### src/rtl/linkenc_pkg.sv
package linkenc_pkg;

  typedef enum logic [1:0] {
    MODE_PASS     = 2'd0,
    MODE_XOR      = 2'd1,
    MODE_INV      = 2'd2,
    MODE_PASS_ALT = 2'd3
  } link_mode_e;

  // Group width actually used: out-of-range settings collapse to one group.
  function automatic int eff_group(input int dw, input int gw);
    return (gw == 0 || gw > dw) ? dw : gw;
  endfunction

endpackage

### src/rtl/linkenc_group.sv
module linkenc_group #(
  parameter int GW = 4
) (
  input  logic          clk,
  input  logic          rst_n,
  input  logic          chk_en,
  input  logic [GW:0]   prev_slot,
  input  logic [GW-1:0] data_grp,
  output logic [GW:0]   slot_out
);

  localparam int HALF  = GW / 2;
  localparam int LIMIT = (GW + 1) / 2;

  function automatic logic want_flip(input logic [GW:0] old_s,
                                     input logic [GW-1:0] nd);
    return $countones(old_s ^ {1'b0, nd}) > HALF;
  endfunction

  logic flip;

  always_comb begin
    flip     = want_flip(prev_slot, data_grp);
    slot_out = flip ? {1'b1, ~data_grp} : {1'b0, data_grp};
  end


  grp_toggle_bound_chk: assert property (@(posedge clk) disable iff (!rst_n)
    chk_en |-> ($countones(slot_out ^ prev_slot) <= LIMIT));

endmodule

### src/rtl/linkenc_tally.sv
module linkenc_tally #(
  parameter int CW = 32,
  parameter int IW = 5
) (
  input  logic          clk,
  input  logic          rst_n,
  input  logic          add_en,
  input  logic [IW-1:0] add_val,
  output logic [CW-1:0] total
);

  localparam logic [CW-1:0] TOP = {CW{1'b1}};

  function automatic logic [CW-1:0] sat_add(input logic [CW-1:0] a,
                                            input logic [IW-1:0] b);
    logic [CW:0] s;
    s = {1'b0, a} + {{(CW + 1 - IW){1'b0}}, b};
    return s[CW] ? TOP : s[CW-1:0];
  endfunction

  always_ff @(posedge clk) begin
    if (!rst_n)      total <= '0;
    else if (add_en) total <= sat_add(total, add_val);
  end


  tally_no_wrap_chk: assert property (@(posedge clk) disable iff (!rst_n)
    1'b1 |=> (total >= $past(total)));


  tally_sat_hold_chk: assert property (@(posedge clk) disable iff (!rst_n)
    (total == TOP) |=> (total == TOP));


  tally_idle_chk: assert property (@(posedge clk) disable iff (!rst_n)
    !add_en |=> $stable(total));

endmodule

### src/rtl/linkenc_top.sv
module linkenc_top
  import linkenc_pkg::*;
#(
  parameter int DATA_W = 16,
  parameter int GRP_W  = 4,
  parameter int CNT_W  = 32,
  localparam int GW    = eff_group(DATA_W, GRP_W),
  localparam int NGRP  = DATA_W / GW,
  localparam int BUS_W = DATA_W + NGRP
) (
  input  logic              clk,
  input  logic              rst_n,
  input  logic              in_valid,
  input  logic [1:0]        in_mode,
  input  logic [DATA_W-1:0] in_data,
  output logic              out_valid,
  output logic [BUS_W-1:0]  out_bus,
  output logic [CNT_W-1:0]  toggle_cnt
);

  localparam int SLOT  = GW + 1;
  localparam int POP_W = $clog2(BUS_W + 1);

  logic [BUS_W-1:0]  bus_q, bus_d, inv_bus, cnt_mask;
  logic [DATA_W-1:0] data_q;
  logic              vld_q;
  logic              mode_inv, mode_xor;
  logic [POP_W-1:0]  hop;

  assign mode_inv = (link_mode_e'(in_mode) == MODE_INV);
  assign mode_xor = (link_mode_e'(in_mode) == MODE_XOR);

  for (genvar g = 0; g < NGRP; g++) begin : g_grp
    linkenc_group #(.GW(GW)) u_grp (
      .clk       (clk),
      .rst_n     (rst_n),
      .chk_en    (in_valid && mode_inv),
      .prev_slot (bus_q[g*SLOT +: SLOT]),
      .data_grp  (in_data[g*GW +: GW]),
      .slot_out  (inv_bus[g*SLOT +: SLOT])
    );
  end

  always_comb begin
    if (mode_inv) begin
      bus_d    = inv_bus;
      cnt_mask = {BUS_W{1'b1}};
    end else begin
      bus_d    = mode_xor ? {{NGRP{1'b0}}, in_data ^ data_q}
                          : {{NGRP{1'b0}}, in_data};
      cnt_mask = {{NGRP{1'b0}}, {DATA_W{1'b1}}};
    end
    hop = POP_W'($countones((bus_d ^ bus_q) & cnt_mask));
  end

  always_ff @(posedge clk) begin
    if (!rst_n) begin
      bus_q  <= '0;
      data_q <= '0;
      vld_q  <= 1'b0;
    end else begin
      vld_q <= in_valid;
      if (in_valid) begin
        bus_q  <= bus_d;
        data_q <= in_data;
      end
    end
  end

  linkenc_tally #(.CW(CNT_W), .IW(POP_W)) u_tally (
    .clk     (clk),
    .rst_n   (rst_n),
    .add_en  (in_valid),
    .add_val (hop),
    .total   (toggle_cnt)
  );

  assign out_bus   = bus_q;
  assign out_valid = vld_q;


  pass_low_chk: assert property (@(posedge clk) disable iff (!rst_n)
    (in_valid && !mode_inv && !mode_xor) |=> (out_bus[DATA_W-1:0] == $past(in_data)));


  upper_zero_chk: assert property (@(posedge clk) disable iff (!rst_n)
    (in_valid && !mode_inv) |=> (out_bus[BUS_W-1:DATA_W] == '0));


  xor_diff_chk: assert property (@(posedge clk) disable iff (!rst_n)
    (in_valid && mode_xor) |=> ((out_bus[DATA_W-1:0] ^ $past(out_bus[DATA_W-1:0])) ==
                                ($past(in_data ^ data_q) ^ $past(out_bus[DATA_W-1:0]))));


  idle_hold_chk: assert property (@(posedge clk) disable iff (!rst_n)
    !in_valid |=> ($stable(out_bus) && !out_valid));

endmodule

### config.mk
export PLATFORM = sky130hd
export DESIGN_NAME = linkenc_top
export DESIGN_NICKNAME = d
export VERILOG_FILES = /design/src/rtl/linkenc_pkg.sv /design/src/rtl/linkenc_group.sv /design/src/rtl/linkenc_tally.sv /design/src/rtl/linkenc_top.sv
export SDC_FILE = /design/constraint.sdc
export NUM_CORES = 1
export LEC_CHECK = 0
export BUFFER_PORTS_ARGS = -buffer_cell sky130_fd_sc_hd__buf_4
export CAP_MARGIN = 20
export CORE_UTILIZATION = 65
export CTS_BUF_LIST = sky130_fd_sc_hd__clkbuf_2
export CTS_CLUSTER_DIAMETER = 50
export CTS_CLUSTER_SIZE = 25
export DETAILED_ROUTE_END_ITERATION = 10
export GPL_TIMING_DRIVEN = 0
export PLACE_DENSITY = 0.95
export SYNTH_ARGS = -nofsm -noshare
export SYNTH_HDL_FRONTEND = slang
export SYNTH_HIERARCHICAL = 1
export SYNTH_SLANG_ARGS = --single-unit
### constraint.sdc
create_clock -name clk -period 21.1 [get_ports clk]
set_input_delay 6.33 -clock clk [delete_from_list [all_inputs] [get_ports clk]]
set_output_delay 6.33 -clock clk [all_outputs]
set_load 0.01 [all_outputs]
======== After elaboration in Yosys (flattened, before gate mapping) ========
Index checks and enable logic that the tools add are counted.
operators by class
  add/sub/neg operators ................... 36
  magnitude comparators ................... 4
  eq/ne operators ......................... 2
  muxes and demuxes ....................... 8
  bitwise operators ....................... 11
operators with widths
  cell                                                             number
  adder 32 x 1 -> 32 bit                                           4
  adder 32 bit                                                     4
  greater-than comparator 32 x 3 -> 1 bit (second input constant)  4
  2-to-1 mux 20 bit                                                2
  adder 1 x 1 -> 2 bit                                             18
  adder 32 x 5 -> 33 bit                                           1
  2-to-1 mux 32 bit                                                1
  bitwise AND 20 bit                                               1
  2-to-1 mux 5 bit                                                 4
  XOR 20 bit                                                       1
  XOR 5 x 4 -> 5 bit                                               4
  2-to-1 mux 16 bit                                                1
  inverter 4 bit                                                   4
  XOR 16 bit                                                       1
  adder 2 x 2 -> 3 bit                                             5
  adder 3 x 3 -> 4 bit                                             2
  adder 4 x 4 -> 5 bit                                             1
  adder 5 x 3 -> 5 bit                                             1
  equality test 2 x 1 -> 1 bit (second input constant)             1
  equality test 2 bit (second input constant)                      1
word-level totals
  register bits ........................... 69
  bits of input ports ..................... 21
  output and inout port bits .............. 53
  logic and storage cells ................. 65

======== Longest topological paths before layout ========
  word-level depth ........................ 16
  mapped depth ............................ 32
  mapped depth without buffers ............ 30

======== Cells and area by module ========
Netlist, hierarchy kept.
modules (own cells, without submodules)
  module         instances  cells each  area each (um^2)
  linkenc_top    1          282         2830.2
  linkenc_tally  1          197         1716.6
  linkenc_group  4          16          166.4

======== Least setup slack after synthesis ========
No wires, ideal clock.
  path kind ............................... input to register
  start ................................... input port in_data[0]
  end ..................................... register u_tally.total[11]
  setup time .............................. 0.137 ns
  arrival time ............................ 13.751 ns
  data required time ...................... 20.963 ns
  setup slack ............................. 7.212 ns
  cell stages on the path ................. 30
  buffers on the path ..................... 2
  cell sequence ........................... xor2_1 > fa_1 > fa_1 > inv_1 > ha_1 > nor3b_2 > nor2_4 > xor2_1 > mux2_4 > a221oi_2 > xnor2_1 > fa_1 > fa_1 > fa_1 > inv_1 > fa_1 > fa_1 > inv_1 > ha_1 > inv_1 > fa_1 > inv_1 > fa_1 > a211oi_1 > o21ba_2 > nor3_1 > nand2b_1 > clkbuf_1 > clkbuf_1 > a31oi_1
on the way
  longest elaborated chain between the ends .. 16
  elaborated cells on any way between the ends .. 22
ends and longest elaborated chain
  item                                          RTL line             text
  start, declared                               linkenc_top.sv:15    input logic [DATA_W-1:0] in_data,
  XOR 5 x 4 -> 5 bit                            linkenc_group.sv:17  return $countones(old_s ^ {1'b0, nd}) > HALF;
  adder 1 x 1 -> 2 bit (implied by the code)    linkenc_group.sv:17
  adder 32 bit (implied by the code)            linkenc_group.sv:17
  adder 32 x 1 -> 32 bit (implied by the code)  linkenc_group.sv:17
  greater-than comparator 32 x 3 -> 1 bit       linkenc_group.sv:17
  2-to-1 mux 5 bit                              linkenc_group.sv:24  slot_out = flip ? {1'b1, ~data_grp} : {1'b0, data_grp};
  net inv_bus[4]                                linkenc_top.sv:24    logic [BUS_W-1:0] bus_q, bus_d, inv_bus, cnt_mask;
  2-to-1 mux 20 bit                             linkenc_top.sv:45    if (mode_inv) begin
  [2 not listed]                                n/a
  adder 1 x 1 -> 2 bit (implied by the code)    linkenc_top.sv:53    hop = POP_W'($countones((bus_d ^ bus_q) & cnt_mask));
  adder 2 x 2 -> 3 bit (implied by the code)    linkenc_top.sv:53
  adder 3 x 3 -> 4 bit (implied by the code)    linkenc_top.sv:53
  adder 4 x 4 -> 5 bit (implied by the code)    linkenc_top.sv:53
  adder 5 x 3 -> 5 bit (implied by the code)    linkenc_top.sv:53
  net hop[1]                                    linkenc_top.sv:28    logic [POP_W-1:0] hop;
  adder 32 x 5 -> 33 bit                        linkenc_tally.sv:17  s = {1'b0, a} + {{(CW + 1 - IW){1'b0}}, b};
  2-to-1 mux 32 bit                             linkenc_tally.sv:18  return s[CW] ? TOP : s[CW-1:0];
  end signal, assigned                          linkenc_tally.sv:23  else if (add_en) total <= sat_add(total, add_val);
  end, declared                                 linkenc_tally.sv:9   output logic [CW-1:0] total
The timed path passes the listed nets, and every way through them passes these cells.
A chain may end at the register's enable or synchronous reset.

======== Final worst setup path ========
  start ................................... input port in_data[4]
  end ..................................... register u_tally.total[7]
The elaborated chain is that of the path after synthesis.

==> impl_metrics.csv <==
group,metric,value,unit
outcome,status,"finished, final reports clean",
sta,clock.fmax,69.8,MHz
yosys,synth.distinct_cells,50,
global_routing,antenna_found_initial,0,
sta,whs,0.551,ns
routing,num_vias,4552,
sta,setup_viol,0,
min_path,hold_depth,2,
finish,final_cell_mix,"buf_4 (74), dfxtp_1 (69), xor2_1 (47)",
yosys,synth.area.top_cells,"dfxtp_1 (27%), fa_1 (8.8%), xor2_1 (7.9%)",
yosys,synth_seq_area_share,0.265,
finish,nFillCells,489,
clock_tree,clockRootBuffer,"clkbuf_2",
sta,period_share,0.679,
sta,rsz0062_at_grt,"no",
place,gp_congestion,0.885,
critical_path,cp_common_cell,"fa_1",
place,post-dp-hpwl,9.85,mm
routing,drc,0,
global_routing,grt-ovfl-total,0,
critical_path,crit_required,21.50,ns
yosys,async_flop_share,0,
critical_path,slowest_stage,"fa_1",
yosys,yosys.area.top_type_share,0.265,
sta,finClkSkew,0.0331,ns
critical_path,cp_data_arrival_time,14.73,ns
yosys,synth_flop_cell,"dfxtp_1",
critical_path,cp_top_family,"adder cells",
yosys,syn_avg_cell_area,9.60,µm²
finish,area_growth,15.0,%
critical_path,regToRegEndpoint,"u_tally/total[7]",
floorplan,ios,74,
clock_tree,htree_levels,3,
floorplan,rows,32,
global_routing,grt_usage,0.327,
sta,relSlewSlack,0.480,
critical_path,path_max_fanout,10,
critical_path,rr_worst_depth,30,
yosys,synth-seq-cells,69,
yosys,yosys_warnings,6,
finish,fin_util,0.776,
routing,antenna_left,0,
min_path,hp-class,"register to register",
clock_tree,clkTransAtPathRegs,0.19,ns
finish,layout_commonest_cell,"buf_4",
yosys,synth_edf_count,0,
finish,stdcell_area,5990,µm²
routing,drt_first_pass_iters,7,
yosys,syn_area,5210,µm²
floorplan,die_x,91.6,µm
routing,drtIter0Drc,358,
floorplan,fp.coreArea,7730,µm²
clock_tree,cts_sinks,69,
sta,min_period,14.33,ns
clock_tree,clk_path_buf_depth,2,
clock_tree,post_cts_buffers,0,
critical_path,max_stage_delay,0.59,ns
clock_tree,cts-resized-gates,0,
routing,viasPerCell,6.21,
flow_run,max_cap_viol_count,0,
sta,drv_slew,0,
floorplan,fp.dieArea,8380,µm²
finish,antennaDiodeCount,0,
clock_tree,cts_tree,"yes",
clock_tree,numCtsBuffers,9,
global_routing,grt_max_degree,17,
min_path,hold_start,"u_tally/total[27]",
sta,worst_pin_slew,0.779,ns
finish,drive_gt1_frac,0.242,
yosys,yosys.area.top_type,"dfxtp_1",
critical_path,worstSetupPathType,"input pin to register",
critical_path,startpoint_type,"input pin",
critical_path,r2r_setup_slack,12.23,ns
floorplan,initial_utilization,0.675,
sta,timing.final.hold_violations,0,
critical_path,end_kind,"register",
routing,routedWlPerCell,18.6,µm
routing,drt-total-wl,13.6,mm
sta,fin_tns_setup,0,ns
yosys,synth_cells,543,
clock_tree,clk_latency,0.54,ns
floorplan,die_y,91.6,µm
place,port_buffers,72,
global_routing,grt_pass1_wl,21.7,mm
clock_tree,cts_hold_buffers,0,
yosys,syn_nets,607,
place,placed_area,5880,µm²
critical_path,r2r_start,"out_bus[0]",
finish,finalNetCount,690,
min_path,holdPathEnd,"u_tally/total[27]",
critical_path,path_buf_inv,8,
global_routing,grt_pass1_vias,4566,
[Yosys cell counts (all sizes together) (12+ instances only)]
master	count
o21ai	25
clkbuf	13
xor2	47
mux2	16
inv	26
nand2	25
buf	17
xnor2	26
a221oi	16
a21oi	43
mux2i	18
fa	23
ha	20
dfxtp	69
nor4bb	12
nor2b	40
nor2	15
nand3	13
[metrics by stage]
step,worst slack [ns],std cells
2_1_floorplan,7.21,543
3_3_place_gp,6.50,717
3_5_place_dp,6.32,717
4_1_cts,6.87,733
5_1_grt,6.42,733
6_report,6.77,733
[sequential cells by signal, indices dropped and copies added (netlist names)]
signal / cells
data_q: 16
out_bus: 20
out_valid: 1
u_tally/total: 32
[worst reg2reg max path: cells and delay by family (launching register included)]
family / cells / cell delay (ns)
AO/OA/AOI/OAI: 4 / 1.06
buffers and inverters: 7 / 1.03
flip-flops: 1 / 0.48
AND/OR/NAND/NOR: 4 / 0.51
XOR/XNOR: 3 / 0.49
multiplexers: 1 / 0.29
adder cells (fa/ha/maj): 11 / 4.91
[logic make-up (layout without fill, tap and decap cells)]
group                    count (synthesis)  in the layout  synth area share
flip-flops                              69             69             0.265
XOR/XNOR                                73             73             0.123
multiplexers                            34             34            0.0807
AND/OR/NAND/NOR                        155            155             0.191
adder cells (fa/ha/maj)                 43             43             0.136
AO/OA/AOI/OAI                          112            112             0.154
buffers and inverters                   57            145            0.0509
[area by class of cell]
| class | instances | area (µm²) | share of cell area |
|---|---|---|---|
| multi-input cells | 417 | 3570 | 0.595 |
| flip-flops and latches | 69 | 1380 | 0.230 |
| repair buffers | 72 | 541 | 0.0902 |
| plain buffers | 30 | 164 | 0.0273 |
| well taps | 102 | 128 | 0.0213 |
| inverters | 27 | 101 | 0.0169 |
| clock inverters | 6 | 62.6 | 0.0104 |
| clock buffers | 10 | 50.0 | 0.00835 |
[routing by layer]
metal / up-vias / wire length (µm) / GRT usage
li1: 2087 / - / -
met1: 2167 / 5390 / 0.392
met2: 251 / 6780 / 0.570
met3: 47 / 1060 / 0.0544
met4: 0 / 419 / 0.148
met5: - / 0 / 0
[how the worst max path moves through the flow]
stage / startpoint / to / slack (ns) / depth (start not counted)
2_1_floorplan: in_data[0] / u_tally/total[11] / 7.21 / 30
4_1_cts: in_data[4] / u_tally/total[5] / 6.87 / 31
5_1_grt: in_data[0] / u_tally/total[3] / 6.42 / 31
3_5_place_dp: in_data[0] / u_tally/total[5] / 6.32 / 31
6_report: in_data[4] / u_tally/total[7] / 6.77 / 31
3_3_place_gp: in_data[0] / u_tally/total[21] / 6.50 / 31
Power is left out: the tool's default activity adds up to more than one toggle a clock period on the data nets, which glitch-free logic cannot reach.
